[config.mk]
export PLATFORM = sky130hd
export DESIGN_NAME = wide_carry_alu
export DESIGN_NICKNAME = d
export VERILOG_FILES = /design/src/rtl/wca_pkg.sv /design/src/rtl/wca_arith.sv /design/src/rtl/wca_shift.sv /design/src/rtl/wca_cmp.sv /design/src/rtl/wide_carry_alu.sv
export SDC_FILE = /design/constraint.sdc
export NUM_CORES = 2
export LEC_CHECK = 0
export BUFFER_PORTS_ARGS = -buffer_cell sky130_fd_sc_hd__buf_2
export CAP_MARGIN = 5
export CORE_MARGIN = 2
export CORE_UTILIZATION = 54
export CTS_CLUSTER_DIAMETER = 40
export CTS_CLUSTER_SIZE = 20
export DETAILED_ROUTE_END_ITERATION = 8
export PLACE_DENSITY_LB_ADDON = 0.1
export SLEW_MARGIN = 20
export SYNTH_ARGS = -nofsm -noshare
export SYNTH_HDL_FRONTEND = slang
export SYNTH_SLANG_ARGS = --single-unit
[constraint.sdc]
create_clock -name clk -period 36 [get_ports clk]
set_input_delay 10.8 -clock clk [delete_from_list [all_inputs] [get_ports clk]]
set_output_delay 10.8 -clock clk [all_outputs]
set_load 0.01 [all_outputs]
[src/rtl/wca_pkg.sv]
package wca_pkg;
  typedef enum logic [4:0] {
    OP_ADD  = 5'h00, OP_ADDC = 5'h01, OP_SUB  = 5'h02, OP_SUBC = 5'h03,
    OP_RSB  = 5'h04, OP_RSBC = 5'h05, OP_SHL  = 5'h06, OP_SHLC = 5'h07,
    OP_SAR  = 5'h08, OP_MOV  = 5'h09, OP_AND  = 5'h0A, OP_BCL  = 5'h0B,
    OP_OR   = 5'h0C, OP_XOR  = 5'h0D, OP_MUL  = 5'h0E, OP_MULS = 5'h0F,
    OP_R10  = 5'h10, OP_R11  = 5'h11, OP_R12  = 5'h12, OP_R13  = 5'h13,
    OP_R14  = 5'h14, OP_R15  = 5'h15,
    OP_IFEQ = 5'h16, OP_IFNE = 5'h17, OP_IFGT = 5'h18, OP_IFLE = 5'h19,
    OP_IFLT = 5'h1A, OP_IFGE = 5'h1B, OP_IFHI = 5'h1C, OP_IFLS = 5'h1D,
    OP_IFLO = 5'h1E, OP_IFHS = 5'h1F
  } wca_op_e;

  localparam logic [4:0] FIRST_CMP = 5'h16;
endpackage

[src/rtl/wca_arith.sv]
module wca_arith import wca_pkg::*; #(
  parameter int W = 16
) (
  input  wca_op_e        op,
  input  logic [W-1:0]   a,
  input  logic [W-1:0]   b,
  input  logic [W-1:0]   c,
  output logic [W-1:0]   lo,
  output logic [W-1:0]   hi
);
  localparam int DW = 2 * W;

  function automatic logic [DW-1:0] sx(input logic [W-1:0] v);
    return {{W{v[W-1]}}, v};
  endfunction

  function automatic logic [DW-1:0] zx(input logic [W-1:0] v);
    return {{W{1'b0}}, v};
  endfunction

  logic [DW-1:0] full;

  always_comb begin
    case (op)
      OP_ADD:  full = sx(a) + sx(b);
      OP_ADDC: full = sx(a) + sx(b) + sx(c);
      OP_SUB:  full = sx(a) - sx(b);
      OP_SUBC: full = sx(a) - sx(b) + sx(c);
      OP_RSB:  full = sx(b) - sx(a);
      OP_RSBC: full = sx(b) - sx(a) + sx(c);
      OP_MUL:  full = zx(a) * zx(b);
      OP_MULS: full = sx(a) * sx(b);
      default: full = '0;
    endcase
  end

  assign lo = full[W-1:0];
  assign hi = full[DW-1:W];


  always_comb begin
    if (op == OP_SUB && $signed(a) < $signed(b))
      sub_borrow_chk: assert (hi == {W{1'b1}});
  end
endmodule

[src/rtl/wca_shift.sv]
module wca_shift import wca_pkg::*; #(
  parameter int W = 16
) (
  input  wca_op_e        op,
  input  logic [W-1:0]   a,
  input  logic [W-1:0]   b,
  input  logic [W-1:0]   c,
  output logic [W-1:0]   lo,
  output logic [W-1:0]   hi
);
  localparam int DW = 2 * W;
  localparam int SW = $clog2(W);

  logic [SW-1:0] amt;
  logic          swap;
  logic [DW-1:0] wide;

  assign amt  = b[SW-1:0];
  assign swap = b[SW];

  function automatic logic [DW-1:0] fill_carry(input logic [DW-1:0] p,
                                               input logic [W-1:0] cv,
                                               input logic sw);
    return sw ? (p | {cv, {W{1'b0}}}) : (p | {{W{1'b0}}, cv});
  endfunction

  always_comb begin
    wide = {{W{1'b0}}, a} << amt;
    if (op == OP_SHLC) wide = fill_carry(wide, c, swap);
    if (op == OP_SAR) begin
      lo = W'($signed(a) >>> amt);
      hi = c;
    end else if (!swap) begin
      lo = wide[W-1:0];
      hi = wide[DW-1:W];
    end else begin
      lo = wide[DW-1:W];
      hi = wide[W-1:0];
    end
  end


  always_comb begin
    if (op == OP_SHL && !swap)
      shl_lossless_chk: assert (({hi, lo} >> amt) == {{W{1'b0}}, a});
  end
endmodule

[src/rtl/wca_cmp.sv]
module wca_cmp import wca_pkg::*; #(
  parameter int W = 16
) (
  input  wca_op_e        op,
  input  logic [W-1:0]   a,
  input  logic [W-1:0]   b,
  output logic           skip
);
  logic pass;
  logic s_lt, u_lt, eq;

  assign eq   = (a == b);
  assign s_lt = ($signed(a) < $signed(b));
  assign u_lt = (a < b);

  always_comb begin
    case (op)
      OP_IFEQ: pass = eq;
      OP_IFNE: pass = !eq;
      OP_IFGT: pass = !s_lt && !eq;
      OP_IFLE: pass = s_lt || eq;
      OP_IFLT: pass = s_lt;
      OP_IFGE: pass = !s_lt;
      OP_IFHI: pass = !u_lt && !eq;
      OP_IFLS: pass = u_lt || eq;
      OP_IFLO: pass = u_lt;
      OP_IFHS: pass = !u_lt;
      default: pass = 1'b1;
    endcase
  end

  assign skip = !pass;


  always_comb begin
    if (op == OP_IFEQ || op == OP_IFNE)
      eq_pair_chk: assert (skip == ((op == OP_IFEQ) ? (a != b) : (a == b)));
  end
endmodule

[src/rtl/wide_carry_alu.sv]
module wide_carry_alu import wca_pkg::*; #(
  parameter int W  = 16,
  parameter int RW = 4
) (
  input  logic          clk,
  input  logic          rst_n,
  input  logic          op_valid,
  input  logic [4:0]    op_code,
  input  logic [RW-1:0] dst_sel,
  input  logic [W-1:0]  opnd_a,
  input  logic [W-1:0]  opnd_b,
  output logic [W-1:0]  res_data,
  output logic          res_we,
  output logic          jump_req,
  output logic [W-1:0]  jump_target,
  output logic          skip_next,
  output logic          carry_we,
  output logic [W-1:0]  carry_nxt,
  output logic [W-1:0]  carry_q
);
  localparam logic [RW-1:0] PC_IDX = {RW{1'b1}};

  wca_op_e      op;
  logic [W-1:0] ar_lo, ar_hi, sh_lo, sh_hi;
  logic         cmp_skip;
  logic         is_arith, is_shift, is_logic, is_cmp;
  logic         wr_a, wr_c, to_pc;
  logic [W-1:0] logic_res;

  assign op = wca_op_e'(op_code);

  wca_arith #(.W(W)) u_arith (.op(op), .a(opnd_a), .b(opnd_b), .c(carry_q),
                              .lo(ar_lo), .hi(ar_hi));
  wca_shift #(.W(W)) u_shift (.op(op), .a(opnd_a), .b(opnd_b), .c(carry_q),
                              .lo(sh_lo), .hi(sh_hi));
  wca_cmp   #(.W(W)) u_cmp   (.op(op), .a(opnd_a), .b(opnd_b), .skip(cmp_skip));

  always_comb begin
    is_arith = 1'b0; is_shift = 1'b0; is_logic = 1'b0;
    logic_res = '0;
    case (op)
      OP_ADD, OP_ADDC, OP_SUB, OP_SUBC, OP_RSB, OP_RSBC,
      OP_MUL, OP_MULS:        is_arith = 1'b1;
      OP_SHL, OP_SHLC, OP_SAR: is_shift = 1'b1;
      OP_MOV: begin is_logic = 1'b1; logic_res = opnd_b;            end
      OP_AND: begin is_logic = 1'b1; logic_res = opnd_a & opnd_b;   end
      OP_BCL: begin is_logic = 1'b1; logic_res = opnd_a & ~opnd_b;  end
      OP_OR:  begin is_logic = 1'b1; logic_res = opnd_a | opnd_b;   end
      OP_XOR: begin is_logic = 1'b1; logic_res = opnd_a ^ opnd_b;   end
      default: ;
    endcase
  end

  assign is_cmp = (op_code >= FIRST_CMP);

  always_comb begin
    if (is_arith)      res_data = ar_lo;
    else if (is_shift) res_data = sh_lo;
    else               res_data = logic_res;
  end

  assign carry_nxt = is_arith ? ar_hi : sh_hi;

  assign wr_a  = op_valid && (is_arith || is_shift || is_logic);
  assign wr_c  = op_valid && (is_arith || (is_shift && op != OP_SAR));
  assign to_pc = (dst_sel == PC_IDX);

  assign res_we      = wr_a && !to_pc;
  assign jump_req    = wr_a && to_pc;
  assign jump_target = res_data;
  assign skip_next   = op_valid && is_cmp && cmp_skip;
  assign carry_we    = wr_c;

  always_ff @(posedge clk or negedge rst_n) begin
    if (!rst_n)        carry_q <= '0;
    else if (carry_we) carry_q <= carry_nxt;
  end


  carry_hold_chk: assert property (@(posedge clk) disable iff (!rst_n)
    !carry_we |=> $stable(carry_q));


  cmp_no_write_chk: assert property (@(posedge clk) disable iff (!rst_n)
    (op_valid && is_cmp) |-> (!res_we && !carry_we && !jump_req));


  jump_excl_chk: assert property (@(posedge clk) disable iff (!rst_n)
    $countones({res_we, jump_req, skip_next}) <= 1);


  idle_quiet_chk: assert property (@(posedge clk) disable iff (!rst_n)
    !op_valid |-> !(res_we || jump_req || skip_next || carry_we));


  sar_keeps_carry_chk: assert property (@(posedge clk) disable iff (!rst_n)
    (op_valid && op == OP_SAR) |=> $stable(carry_q));
endmodule

==> qor.csv <==
stage,metric,value,unit
final_layout,regMostFlops,carry_q,
drt,drt-initial-drc-count,2847,
global_route,track_usage,43.99,%
setup_path,path_depth,21,
drt,wl,96.36,mm
setup_path,slowest_stage,a2111oi_0,
clock_network,cts_resized,0,
sta,slew_violations,0,
drt,dr_total_vias,22350,
drt,viasPerCell,6.550,
final_layout,largest_register_ffs,16,
clock_network,cts_setup_buffers,0,
global_route,grt_pass1_wl,144.1,mm
global_route,antenna_found_initial,1,
setup_path,crit_path_frequent_cell,fa_1,
sta,final.min_clock_period,29.88,ns
floorplanning,start_util,54.89,%
synth,ys_seq_area_share,1.735,%
synth,avgSynthCellArea,8.013,um2
final_layout,largestRegisters,carry_q x16,
drt,antenna_left,0,
clock_network,numCtsBuffers,3,
synth,syn-num-nets,3527,
setup_path,path_buf_inv,6,
setup_path,required,25.20,ns
clock_network,ctsHoldBuffers,0,
global_route,grt_max_degree,61,
clock_network,clkTransAtPathRegs,0.05,ns
setup_path,critical_path_class,input pin to output port,
synth,synthArstFlopShare,100.0,%
global_route,grt_pass1_vias,22850,
setup_path,critical_path.max_stage_delay,0.99,ns
setup_path,cp_max_fo,54,
drt,remaining_drc_errors,0,
final_layout,fillCellCount,3978,
global_route,grt-ovfl-total,0,
setup_path,rr_worst_depth,9,
synth,yosysWarnings,0,
floorplanning,die-height,210.7,um
sta,totalNegativeSetupSlack,0,ns
setup_path,r2r_setup_slack,31.79,ns
floorplanning,core-area,42040,um2
clock_network,cts_tree,built,
run_status,outcome,"finished, final reports clean",
setup_path,critPathArrivalTime,19.08,ns
global_route,met3_usage,10.47,%
setup_path,path_cells,buf_2 > buf_4 > nand2_1 > fa_1 > fa_1 > inv_1 > fa_1 > inv_1 > fa_1 > fa_1 > fa_1 > inv_1 > ha_1 > nand4_1 > a2111oi_0 > o221ai_1 > nor2b_1 > mux2i_1 > a2111oi_0 > nand2_1 > buf_2,
floorplanning,die_w,210.7,um
final_layout,syn_to_final_growth,3.996,%
setup_path,crit_family,adder cells,
global_route,globalRouteMet1Util,55.44,%
sta,fin_crit_sh,83.00,%
clock_network,cts_root_buffer,clkbuf_16,
sta,finalSetupViolations,0,
clock_network,cts_sinks,16,
setup_path,cp-start-kind,input pin,
synth,yosys_most_used_dff,dfrtp_1,
sta,rsz0062_at_grt,no,
clock_network,h-tree-depth,1,
sta,hold_viol,0,
sta,worstMarginPinSlew,1.145,ns
global_route,busiest_layer,met2,
clock_network,cts_buffer_depth,2,
flow_run,cap_violations,0,
placed_design,dp_hpwl,76.95,mm
sta,slew_headroom,21.66,%
clock_network,clock_latency,0.25,ns
synth,syn_inst,2880,
final_layout,final_net_count,3518,
sta,fmax,33.47,MHz
placed_design,gp_congestion,1.058,
floorplanning,die_area,44410,um2
global_route,met2_usage,67.80,%
setup_path,crit_path_end_kind,output port,
floorplanning,row_count,75,
drt,firstDrtPassIters,6,
sta,worst_clock_skew,0.005180,ns
min_path,worstHoldPathCells,2,
final_layout,drive_above_1_share,7.912,%
synth,ys_types,90,
synth,syn_area,23080,um2
placed_design,portBuffers,111,
synth,synth_seq_cells,16,
floorplanning,io_pins,112,
min_path,worstHoldPathType,flip-flop to flip-flop,
drt,wl_per_cell,28.24,um
synth,synth_edf_count,0,
[cells by family (layout without fill, tap and decap cells)]
| kind of cell | after synthesis | count (layout) | synth area share (%) |
|---|---|---|---|
| muxes | 75 | 75 | 4.755 |
| adders and majority gates | 603 | 603 | 44.73 |
| xor gates and xnor gates | 103 | 103 | 3.909 |
| and+or+nand+nor | 766 | 766 | 14.95 |
| other | 0 | 4 | 0 |
| buffers and inverters | 699 | 688 | 11.83 |
| DFF | 16 | 16 | 1.735 |
| AOI/OAI and AO/OA | 618 | 618 | 18.09 |
[routing by layer]
layer	wire length, um	share of wire, %	vias up
met5	0	0	-
met4	7827	8.1	0
met3	10850	11	382
met2	42250	44	1483
met1	35430	37	10940
li1	-	-	9541
[final cells by class]
class | count | area (um2) | area share, %
repair buffers | 152 | 863.3 | 3.597
inverters | 533 | 2001 | 8.336
flip-flops and latches | 16 | 400.4 | 1.668
multi-input cells | 2165 | 19980 | 83.23
well taps | 539 | 674.4 | 2.810
diodes | 4 | 10.01 | 0.04171
clock buffers | 3 | 75.07 | 0.3128
[placed cells by master (no fill, tap or decap), drive strengths merged, types with 38 or more instances in the layout]
cell   Yosys  final
mux2i     38     38
o21ai    115    115
ha       233    233
nand3     52     52
buf       63    152
a21oi    156    156
xnor2     69     69
nand2    283    283
fa       370    370
inv      525    525
nor2     246    246
[metrics by stage]
step	cells	worst slack, ns	area (um2)	hold WS, ns	util (%)
4_1_cts	3408	6.303	23990	0.7246	57.06
3_3_place_gp	3405	6.420	23910	0.7118	56.88
3_5_place_dp	3405	6.310	23910	0.7175	56.88
2_1_floorplan	2880	7.484	23080	0.6120	-
6_report	3412	6.122	24000	0.7691	57.09
5_1_grt	3408	5.883	23990	0.7697	57.06
[cell usage after synthesis (10+ instances only)]
master	count	area share, %
inv_1	519	8.4
fa_1	370	32
nand2_1	282	4.6
nor2_1	246	4.0
ha_1	233	13
a21oi_1	155	3.4
o21ai_0	105	2.3
clkbuf_1	102	1.7
xnor2_1	69	2.6
nand3_1	52	1.1
mux2i_1	38	1.6
nor3_1	36	0.78
a211oi_1	34	1.1
a21o_1	34	1.1
xor2_1	34	1.3
o211ai_1	33	1.1
mux4_2	26	2.5
buf_1	25	0.41
a221oi_1	24	0.91
nand2b_1	23	0.62
nor2b_1	22	0.60
a31oi_1	21	0.57
o21a_1	19	0.62
buf_2	18	0.39
buf_4	18	0.59
nand4_1	17	0.46
o22ai_1	17	0.46
dfrtp_1	16	1.7
o221ai_1	16	0.61
a211o_1	15	0.57
and3_1	14	0.38
o31ai_1	14	0.46
nor4_1	13	0.35
a221o_1	12	0.52
or3_1	12	0.33
a22o_1	11	0.42
o2111ai_1	11	0.42
a22oi_1	10	0.33
and2_1	10	0.27
o21ai_1	10	0.22
o21bai_1	10	0.33
[path summary, 6_finish.rpt]
kind,startpoint,end
worst max-delay path,opnd_b[1],carry_nxt[9]
worst min-delay path,carry_q[14],carry_q[14]
worst max register to register,carry_q[3],carry_q[9]
worst min register to register,carry_q[14],carry_q[14]
max in group asynchronous,rst_n,carry_q[1]
min in group asynchronous,rst_n,carry_q[0]
[worst register-to-register path, stage by stage, from the launching register on]
cell,delay [ns]
dfrtp_1,0.63
ha_1,0.48
o21ai_0,0.16
o211a_1,0.30
o31ai_1,0.44
a211oi_1,0.32
nor2_1,0.25
nand3_1,0.29
a2111oi_0,0.97
a31oi_1,0.19
Power is left out: the tool's default activity adds up to more than one toggle a clock period on the data nets, which glitch-free logic cannot reach.
